File: config.mk
export PLATFORM = sky130hd
export DESIGN_NAME = pccard_seq
export DESIGN_NICKNAME = d
export VERILOG_FILES = /design/src/rtl/pcc_pkg.sv /design/src/rtl/pcc_strobe_dec.sv /design/src/rtl/pcc_lane_plan.sv /design/src/rtl/pccard_seq.sv
export SDC_FILE = /design/constraint.sdc
export NUM_CORES = 1
export LEC_CHECK = 0
export ABC_AREA = 1
export BUFFER_PORTS_ARGS = -buffer_cell sky130_fd_sc_hd__buf_2
export CORE_ASPECT_RATIO = 0.9
export CORE_MARGIN = 3
export CORE_UTILIZATION = 53
export CTS_CLUSTER_SIZE = 14
export DETAILED_ROUTE_END_ITERATION = 10
export PLACE_DENSITY = 0.95
export SETUP_SLACK_MARGIN = 0.3
export SYNTH_ARGS = -nofsm -noshare
export SYNTH_HDL_FRONTEND = slang
export SYNTH_SLANG_ARGS = --single-unit
File: constraint.sdc
create_clock -name clk -period 3.89 [get_ports clk]
set_clock_uncertainty 0.1 [all_clocks]
set_input_delay 0.1945 -clock clk [delete_from_list [all_inputs] [get_ports clk]]
set_output_delay 0.1945 -clock clk [all_outputs]
set_load 0.05 [all_outputs]
File: src/rtl/pcc_pkg.sv
package pcc_pkg;
    typedef enum logic [2:0] {
        ST_IDLE,
        ST_SETUP,
        ST_ACTIVE,
        ST_HOLD,
        ST_DONE
    } pcc_state_e;
endpackage

File: src/rtl/pcc_strobe_dec.sv
module pcc_strobe_dec
    import pcc_pkg::*;
(
    input  pcc_state_e st,
    input  logic       io,
    input  logic       wr,
    input  logic       attr,
    output logic       window,
    output logic       oe_n,
    output logic       we_n,
    output logic       iord_n,
    output logic       iowr_n,
    output logic       reg_n,
    output logic       d_oe
);
    logic strobe_on;

    always_comb begin
        window    = (st == ST_SETUP) || (st == ST_ACTIVE) || (st == ST_HOLD);
        strobe_on = (st == ST_ACTIVE);
        oe_n      = !(strobe_on && !io && !wr);
        we_n      = !(strobe_on && !io &&  wr);
        iord_n    = !(strobe_on &&  io && !wr);
        iowr_n    = !(strobe_on &&  io &&  wr);
        reg_n     = window ? (io ? 1'b0 : !attr) : 1'b1;
        d_oe      = window && wr;
    end
endmodule

File: src/rtl/pcc_lane_plan.sv
module pcc_lane_plan #(
    parameter int DATA_W = 16
) (
    input  logic              window,
    input  logic              wide,
    input  logic              split,
    input  logic              piece,
    input  logic              addr0,
    input  logic [DATA_W-1:0] wdata,
    output logic              narrow,
    output logic              ce1_n,
    output logic              ce2_n,
    output logic              a0,
    output logic [DATA_W-1:0] dout
);
    localparam int BYTE_W = DATA_W / 2;

    logic [BYTE_W-1:0] byte_sel;

    always_comb begin
        narrow   = !wide || split;
        byte_sel = (wide && piece) ? wdata[DATA_W-1:BYTE_W] : wdata[BYTE_W-1:0];
        ce1_n    = !window;
        ce2_n    = !(window && !narrow);
        if (narrow) begin
            a0   = wide ? piece : addr0;
            dout = {{BYTE_W{1'b0}}, byte_sel};
        end else begin
            a0   = 1'b0;
            dout = wdata;
        end
    end
endmodule

File: src/rtl/pccard_seq.sv
module pccard_seq
    import pcc_pkg::*;
#(
    parameter int ADDR_W = 26,
    parameter int DATA_W = 16,
    parameter int CNT_W  = 4
) (
    input  logic              clk,
    input  logic              rst_n,
    input  logic              req_valid,
    input  logic [ADDR_W-1:0] req_addr,
    input  logic              req_write,
    input  logic              req_io,
    input  logic              req_attr,
    input  logic              req_wide,
    input  logic [DATA_W-1:0] req_wdata,
    input  logic [CNT_W-1:0]  cfg_setup,
    input  logic [CNT_W-1:0]  cfg_active,
    input  logic [CNT_W-1:0]  cfg_hold,
    input  logic              card_wait_n,
    input  logic              card_iois16_n,
    input  logic [DATA_W-1:0] card_d_in,
    output logic [ADDR_W-1:0] card_a,
    output logic [DATA_W-1:0] card_d_out,
    output logic              card_d_oe,
    output logic              card_oe_n,
    output logic              card_we_n,
    output logic              card_iord_n,
    output logic              card_iowr_n,
    output logic              card_ce1_n,
    output logic              card_ce2_n,
    output logic              card_reg_n,
    output logic [DATA_W-1:0] rd_data,
    output logic              done,
    output logic              busy
);
    localparam int BYTE_W = DATA_W / 2;
    localparam logic [CNT_W-1:0] ONE = CNT_W'(1);

    typedef struct packed {
        pcc_state_e        st;
        logic [CNT_W-1:0]  cnt;
        logic [ADDR_W-1:0] addr;
        logic              wr;
        logic              io;
        logic              attr;
        logic              wide;
        logic              split;
        logic              piece;
        logic [DATA_W-1:0] wdata;
        logic [DATA_W-1:0] rdata;
    } regs_t;

    regs_t q, d;

    logic window, narrow, a0, strobe_any;

    function automatic logic [CNT_W-1:0] plen(input logic [CNT_W-1:0] v);
        return (v == '0) ? ONE : v;
    endfunction

    pcc_strobe_dec u_dec (
        .st     (q.st),
        .io     (q.io),
        .wr     (q.wr),
        .attr   (q.attr),
        .window (window),
        .oe_n   (card_oe_n),
        .we_n   (card_we_n),
        .iord_n (card_iord_n),
        .iowr_n (card_iowr_n),
        .reg_n  (card_reg_n),
        .d_oe   (card_d_oe)
    );

    pcc_lane_plan #(.DATA_W(DATA_W)) u_lane (
        .window (window),
        .wide   (q.wide),
        .split  (q.split),
        .piece  (q.piece),
        .addr0  (q.addr[0]),
        .wdata  (q.wdata),
        .narrow (narrow),
        .ce1_n  (card_ce1_n),
        .ce2_n  (card_ce2_n),
        .a0     (a0),
        .dout   (card_d_out)
    );

    always_comb begin
        d = q;
        unique case (q.st)
            ST_IDLE: begin
                if (req_valid) begin
                    d.st    = ST_SETUP;
                    d.cnt   = plen(cfg_setup);
                    d.addr  = req_addr;
                    d.wr    = req_write;
                    d.io    = req_io;
                    d.attr  = req_attr;
                    d.wide  = req_wide;
                    d.wdata = req_wdata;
                    d.split = 1'b0;
                    d.piece = 1'b0;
                end
            end
            ST_SETUP: begin
                if (q.cnt > ONE) begin
                    d.cnt = q.cnt - ONE;
                end else begin
                    d.st  = ST_ACTIVE;
                    d.cnt = plen(cfg_active);
                    if (!q.piece && q.wide && q.io) d.split = card_iois16_n;
                end
            end
            ST_ACTIVE: begin
                if (q.cnt > ONE) begin
                    d.cnt = q.cnt - ONE;
                end else if (card_wait_n) begin
                    d.st  = ST_HOLD;
                    d.cnt = plen(cfg_hold);
                    if (!q.wr) begin
                        if (!narrow)
                            d.rdata = card_d_in;
                        else if (q.split && q.piece)
                            d.rdata[DATA_W-1:BYTE_W] = card_d_in[BYTE_W-1:0];
                        else if (q.split)
                            d.rdata[BYTE_W-1:0] = card_d_in[BYTE_W-1:0];
                        else
                            d.rdata = {{BYTE_W{1'b0}}, card_d_in[BYTE_W-1:0]};
                    end
                end
            end
            ST_HOLD: begin
                if (q.cnt > ONE) begin
                    d.cnt = q.cnt - ONE;
                end else if (q.split && !q.piece) begin
                    d.st    = ST_SETUP;
                    d.cnt   = plen(cfg_setup);
                    d.piece = 1'b1;
                end else begin
                    d.st = ST_DONE;
                end
            end
            default: d.st = ST_IDLE;
        endcase
    end

    always_ff @(posedge clk or negedge rst_n) begin
        if (!rst_n) begin
            q    <= '0;
            q.st <= ST_IDLE;
        end else begin
            q <= d;
        end
    end

    assign card_a     = {q.addr[ADDR_W-1:1], a0};
    assign rd_data    = q.rdata;
    assign done       = (q.st == ST_DONE);
    assign busy       = (q.st != ST_IDLE);
    assign strobe_any = !(card_oe_n && card_we_n && card_iord_n && card_iowr_n);


    strobe_has_ce_chk: assert property (@(posedge clk) disable iff (!rst_n)
        strobe_any |-> !card_ce1_n);


    narrow_no_ce2_chk: assert property (@(posedge clk) disable iff (!rst_n)
        (!q.wide && !card_ce1_n) |-> card_ce2_n);


    io_reg_low_chk: assert property (@(posedge clk) disable iff (!rst_n)
        (q.io && !card_ce1_n) |-> !card_reg_n);


    wait_keeps_strobe_chk: assert property (@(posedge clk) disable iff (!rst_n)
        (strobe_any && !card_wait_n) |=> strobe_any);


    split_even_first_chk: assert property (@(posedge clk) disable iff (!rst_n)
        (q.split && !q.piece && strobe_any) |-> (!card_a[0] && card_ce2_n));


    done_single_chk: assert property (@(posedge clk) disable iff (!rst_n)
        done |=> !done);


    idle_quiet_chk: assert property (@(posedge clk) disable iff (!rst_n)
        !busy |-> (card_ce1_n && card_ce2_n && card_reg_n && !strobe_any));
endmodule

==> run summary, run 1 <==
outcome -> finished, final reports clean
Skew-Pair Late Insertion Delay -> 350 ps
Crit. End Element -> output port
Max-Cap Viols -> 0
Die Area -> 8270 um^2
RSZ-0062 raised after global routing -> no
most frequent cells in the layout -> buf_2, nand2_1, dfrtp_1
largest net degree at the start of global routing -> 45
layout cells sized above 1 -> 0.303
Starting DRT DRC Count -> 273
number of clock sinks -> 71
worst-case clock buffer depth -> 2
Final Worst Setup Slack -> 1360 ps
Final Non-Filler Cells -> 680
via/cell ratio -> 5.11
EDFF count, synth -> 0
largest fanout on the critical path -> 17
Yosys warning total -> 0
CTS clock-pin slew for the worst setup and hold paths -> 80 ps
pre-CTS setup slack -> 1470 ps
Hold EP -> rd_data[1]$_DFFE_PN0P_
vias -> 3478
Fillers -> 498
H-tree levels -> 3
Most used DFF post-synth -> dfrtp_1
first drt pass iteration count -> 5
Reg2Reg Depth -> 6
Synthesized Nets -> 521
Die Ht -> 86.6 um
RR Endpoint -> card_a[19]$_DFFE_PN0P_
DRC -> 0
area post-placement -> 4290 um^2
first-pass GRT wire length -> 16.4 mm
final cycle utilization of the critical path -> 0.649
Max-slew headroom -> 0.423
hold_sp -> card_d_in[1]
n_diodes -> 0
layout overhead on the synthesized area -> 27.6%
Initial Util -> 0.562
Hold Crit Class -> input pin to flop
Final Cell Area -> 4880 um^2
vias in the first global route -> 3539
WHS Path Cells -> 3
Synth cell types -> 27
TritonCTS clock tree -> done
# rows -> 28
most common cell after layout, fill and taps aside -> buf_2
final net count -> 666
WP data arrival -> 2230 ps
gpl congestion -> 0.939
sequential-to-total area share from yosys stat -> 0.465
Yosys reg bits -> 71
actual slew at the worst max-slew pin -> 862 ps
endpoints failing setup -> 0
Final Hold Vio Count -> 0
setup repair bufs after CTS -> 0
Global Route Usage Sum -> 0.261
hpwl dp -> 7.13 mm
reg2reg start -> q[68]$_DFFE_PN0P_
# port buffers -> 146
core area -> 6800 um^2
CP required -> 3600 ps
placed instance count -> 626
max-slew violation count -> 0
DR WL/cell -> 15.2 um
Worst Setup Start Kind -> flop
post-synthesis cell count -> 440
antenna-violating nets left -> 0
GRT Residual Overflow -> 0
io pins -> 147
CTS Buf Count -> 9
Fin Setup TNS -> 0 ps
WS Path Type -> flop to output port
Final Critical Period -> 2530 ps
CTS root buffer -> clkbuf_8
Avg Cell Area, Syn -> 8.69 um^2
setup slack, reg-to-reg -> 1380 ps
Die X -> 95.5 um
CTS resizes -> 0
fmax -> 396 MHz
synthesized cell area -> 3820 um^2
initial antenna violation count -> 0
FFs w/ async S/R, synth -> 1.00
Post-Route WL -> 10.3 mm
[timing repair]
| item | in CTS | in global routing |
|---|---|---|
| hold buffers | 38 | 0 |
| endpoints found under the setup margin | 0 | 0 |
| hold endpoints to repair | 66 | 0 |
[per-layer routing]
metal	track usage	routed length (um)
met5	0	0
met4	0.130	360
met1	0.292	3910
met3	0.0547	654
met2	0.467	5410
[worst max path at each step]
stage                      startpoint                      to  cells after the start
finish              q[34]$_DFFE_PN0P_           card_d_out[6]                      3
global placement    q[68]$_DFFE_PN0P_  card_a[23]$_DFFE_PN0P_                      6
CTS                 q[34]$_DFFE_PN0P_           card_d_out[5]                      3
global route        q[34]$_DFFE_PN0P_           card_d_out[6]                      3
floorplan           q[34]$_DFFE_PN0P_           card_d_out[0]                      3
detailed placement  q[68]$_DFFE_PN0P_   card_a[4]$_DFFE_PN0P_                      6
[flip-flops by register name, summed over array words and instances, names as in the netlist]
register and count:
rd_data 16, q 30, card_a 25
[Yosys cell counts, types with 2 or more instances]
cell type	n	area (um^2)
a21oi_1	19	95.1
buf_2	4	20.0
buf_4	42	315
buf_6	4	45.0
clkbuf_1	2	7.51
dfrtp_1	71	1780
ha_1	2	25.0
inv_1	56	210
inv_2	4	15.0
mux2_1	35	394
nand2_1	74	278
nand2_2	3	18.8
nand3_1	24	120
nand3_2	2	20.0
nand3b_1	2	15.0
nand4_1	2	12.5
nor2_1	41	154
nor2_2	2	12.5
nor3_2	2	20.0
o21ai_0	24	120
o21ai_1	19	95.1
[per-stage QoR]
stage	hold WS, ps	util
2_1_floorplan	-201	-
3_3_place_gp	148	0.632
3_5_place_dp	147	0.632
4_1_cts	0.963	0.718
5_1_grt	2.02	0.718
6_report	19.4	0.718
[final cells by class]
cell class / count / area, um^2 / share of cell area
Clock buffer: 9 / 124 / 0.0254
Clock inverter: 7 / 80.1 / 0.0164
Inverter: 61 / 229 / 0.0469
Multi-Input combinational cell: 256 / 1430 / 0.293
Sequential cell: 71 / 1780 / 0.364
Tap cell: 90 / 113 / 0.0231
Timing Repair Buffer: 186 / 1130 / 0.231
[critical path: stages, from the launching register on]
cell and delay [ps]:
dfrtp_1 620, nand3_1 540, o21ai_0 410, buf_2 320
[cell families (layout without fill, tap and decap cells)]
family / count (synthesis) / after routing / synth area share
and+or+nand+nor: 155 / 155 / 0.179
buffers and inverters: 113 / 263 / 0.161
DFF: 71 / 71 / 0.465
AOI/OAI and AO/OA: 63 / 63 / 0.0831
muxes: 35 / 35 / 0.103
adders and majority gates: 2 / 2 / 0.00655
xor gates and xnor gates: 1 / 1 / 0.00229
Power of run 1 is not shown: default switching activity piles up to over one toggle a cycle in this logic, so the estimate is an artifact.
==> run 2, diff against run 1 <==
ABC_AREA = 0   (was 1)
CORE_UTILIZATION = 49   (was 53)
PLACE_DENSITY = 0.92   (was 0.95)
clock period = 2.6 ns   (was 3.89 ns; I/O delays follow)
==> run 2 against run 1 <==
Net effect: first-iteration DRC count fell by 63%; critical path depth rose by 6; register-to-register slack got worse by 930 ps; largest cell class unchanged; via count fell by 12%.
==> run summary, run 2 <==
outcome -> finished, final reports clean
core area -> 7110 um^2 (+4.6%)
Die Area -> 8470 um^2 (+2.5%)
DRC -> 0 (unchanged)
Max-Cap Viols -> 0 (unchanged)
first drt pass iteration count -> 5 (unchanged)
WS Path Type -> flop to flop
post-synth top area share -> 0.490 (+0.0248)
TritonCTS clock tree -> done
most frequent cell after synthesis -> dfrtp_1
WP data arrival -> 2270 ps (+40 ps)
worst setup path start -> q[64]$_DFFE_PN0P_
largest fanout on the critical path -> 8 (-9)
PwrDens -> 1380 nW/um^2
setup slack, reg-to-reg -> 450 ps (-930 ps)
via/cell ratio -> 5.15 (+0.73%)
layout cells sized above 1 -> 0.474 (+0.171)
Yosys reg bits -> 71 (unchanged)
CTS Buf Count -> 9 (unchanged)
EDFF count, synth -> 0 (unchanged)
Final Cell Area -> 5110 um^2 (+4.9%)
synthesized cell area -> 3630 um^2 (-5.1%)
Largest register FFs -> 30 (unchanged)
total power -> 7.04 mW
Skew-Pair Late Insertion Delay -> 340 ps (about the same)
area post-placement -> 4160 um^2 (-3.0%)
Synthesized Nets -> 397 (-24%)
initial antenna violation count -> 0 (unchanged)
Most used DFF post-synth -> dfrtp_1
H-tree levels -> 3 (unchanged)
Die Ht -> 87.6 um (+1.2%)
Reg2Reg Depth -> 9 (+3)
Final Critical Period -> 2150 ps
reg2reg start -> q[64]$_DFFE_PN0P_
LEAKAGE -> 2.45 nW
Starting DRT DRC Count -> 100 (-63%)
Avg Cell Area, Syn -> 11.5 um^2 (+32%)
number of clock sinks -> 71 (unchanged)
sequential-to-total area share from yosys stat -> 0.490 (+0.0248)
endpoints failing setup -> 0 (unchanged)
RSZ-0062 raised after global routing -> yes
Die X -> 96.7 um (+1.2%)
final cycle utilization of the critical path -> 0.827
largest area contributor in the netlist -> dfrtp_1
CP required -> 2720 ps (-880 ps)
vias -> 3045 (-12%)
Hold Crit Class -> input pin to flop
Crit. End Element -> flop
GRT Residual Overflow -> 0 (unchanged)
Initial Util -> 0.510 (-0.0522)
RR Endpoint -> rd_data[4]$_DFFE_PN0P_
vias in the first global route -> 3107 (-12%)
hpwl dp -> 5.98 mm (-16%)
first-pass GRT wire length -> 15.3 mm (-6.5%)
final net count -> 574 (-14%)
fmax -> 465 MHz
top post-synthesis cells by count -> dfrtp_1, mux2_2, buf_4, nand2_1, and2_1
Synth cell types -> 40 (+48%)
Peak supply drop -> 0.000858 V
most frequent cells in the layout -> buf_2, dfrtp_1, dlygate4sd3_1
Max-slew headroom -> 0.518 (+0.0952)
FFs w/ async S/R, synth -> 1.00 (unchanged)
DR WL/cell -> 16.0 um (+5.4%)
largest register by flop count -> q
largest net degree at the start of global routing -> 49 (+8.9%)
CTS clock-pin slew for the worst setup and hold paths -> 80 ps (about the same)
Fin Setup TNS -> 0 ps (unchanged)
io pins -> 147 (unchanged)
dominant cells by area after synthesis -> dfrtp_1, mux2_2, buf_4
n_diodes -> 0 (unchanged)
most common cell after layout, fill and taps aside -> buf_2
# rows -> 29 (+3.6%)
Post-Route WL -> 9.46 mm (-8.4%)
Final Hold Vio Count -> 0 (unchanged)
worst-case clock buffer depth -> 2 (unchanged)
# port buffers -> 146 (unchanged)
Worst Setup Start Kind -> flop
Global Route Usage Sum -> 0.226 (-0.0345)
placed instance count -> 505 (-19%)
max-slew violation count -> 0 (unchanged)
critical path capture point -> rd_data[4]$_DFFE_PN0P_
post-synthesis cell count -> 316 (-28%)
Final Non-Filler Cells -> 591 (-13%)
layout overhead on the synthesized area -> 41.0%
antenna-violating nets left -> 0 (unchanged)
CTS root buffer -> clkbuf_8
gpl congestion -> 0.901 (-4.1%)
actual slew at the worst max-slew pin -> 722 ps (-140 ps)
Yosys warning total -> 0 (unchanged)
-- run 2: cell count changes in the layout (fill, tap and decap cells not counted), moves of 10 or more --
cell	before	now
nand2_1	74	18
mux2_2	0	54
inv_1	56	7
nor2_1	41	8
dlygate4sd3_1	38	66
mux2_1	35	8
o21ai_0	24	4
nand3_1	24	8
a21oi_1	19	6
o21ai_1	19	8
and2_1	0	10
-- run 2: what timing repair did --
action	CTS	global route
endpoints found under the setup margin	9	35
hold buffers	66	0
pin swaps	0	2
gates cloned	0	0
buffers inserted	0	4
gates resized for setup	2	4
hold endpoints to repair	96	0
-- run 2: worst max-delay path: stages, from the launching register on --
cell	delay, ps
dfrtp_1	430
inv_1	110
ha_1	200
nor2_1	80
nor3_2	190
buf_4	210
nand3_2	100
nor2_4	140
buf_12	140
mux2_1	340
-- run 2: final cells by class --
class	count	area [um^2]
clock buffers	10	128
multi-input cells	182	1470
well taps	93	116
inverters	7	26.3
repair buffers	222	1500
fillers	497	2000
clock inverters	6	92.6
flip-flops and latches	71	1780
-- run 2: cells by family after synthesis --
group / share of synthesized area
AO/OA/AOI/OAI: 0.0800
XOR/XNOR: 0.00483
adder cells (fa/ha/maj): 0.00690
buffers and inverters: 0.114
flip-flops: 0.490
multiplexers: 0.198
AND/OR/NAND/NOR: 0.106
-- run 2: worst min-delay path by stage --
| stage | end | cells after the start | startpoint | slack [ps] |
|---|---|---|---|---|
| 2_1_floorplan | card_a[10]$_DFFE_PN0P_ | 0 | rst_n | -270 |
| 6_report | rd_data[8]$_DFFE_PN0P_ | 3 | card_d_in[8] | 10 |
| 5_1_grt | rd_data[8]$_DFFE_PN0P_ | 3 | card_d_in[8] | 20 |
| 3_3_place_gp | card_a[2]$_DFFE_PN0P_ | 1 | rst_n | 130 |
| 4_1_cts | rd_data[8]$_DFFE_PN0P_ | 3 | card_d_in[8] | 7 |
| 3_5_place_dp | card_a[2]$_DFFE_PN0P_ | 1 | rst_n | 130 |
-- run 2: per-stage QoR --
step                setup slack, ps  hold WS, ps  utilization
global placement                446          128        0.586
floorplan                       615         -266            -
finish                          450         11.9        0.719
CTS                             323         7.30        0.710
global route                    281         16.3        0.719
detailed placement              347          134        0.586
-- run 2: power by group --
group	internal [mW]	leakage, nW	switching (mW)
clock network	0.547	0.104	0.425
registers	1.65	0.873	0.399
logic	1.27	1.47	2.75
-- run 2: layer usage --
metal,vias to the layer above,global-route usage,wire (um)
met4,0,0.0880,231
met3,27,0.0693,594
met2,128,0.409,5030
li1,1421,-,-
met1,1469,0.254,3610
met5,-,0,0
No activity file was read; power rests on OpenSTA's default activity.
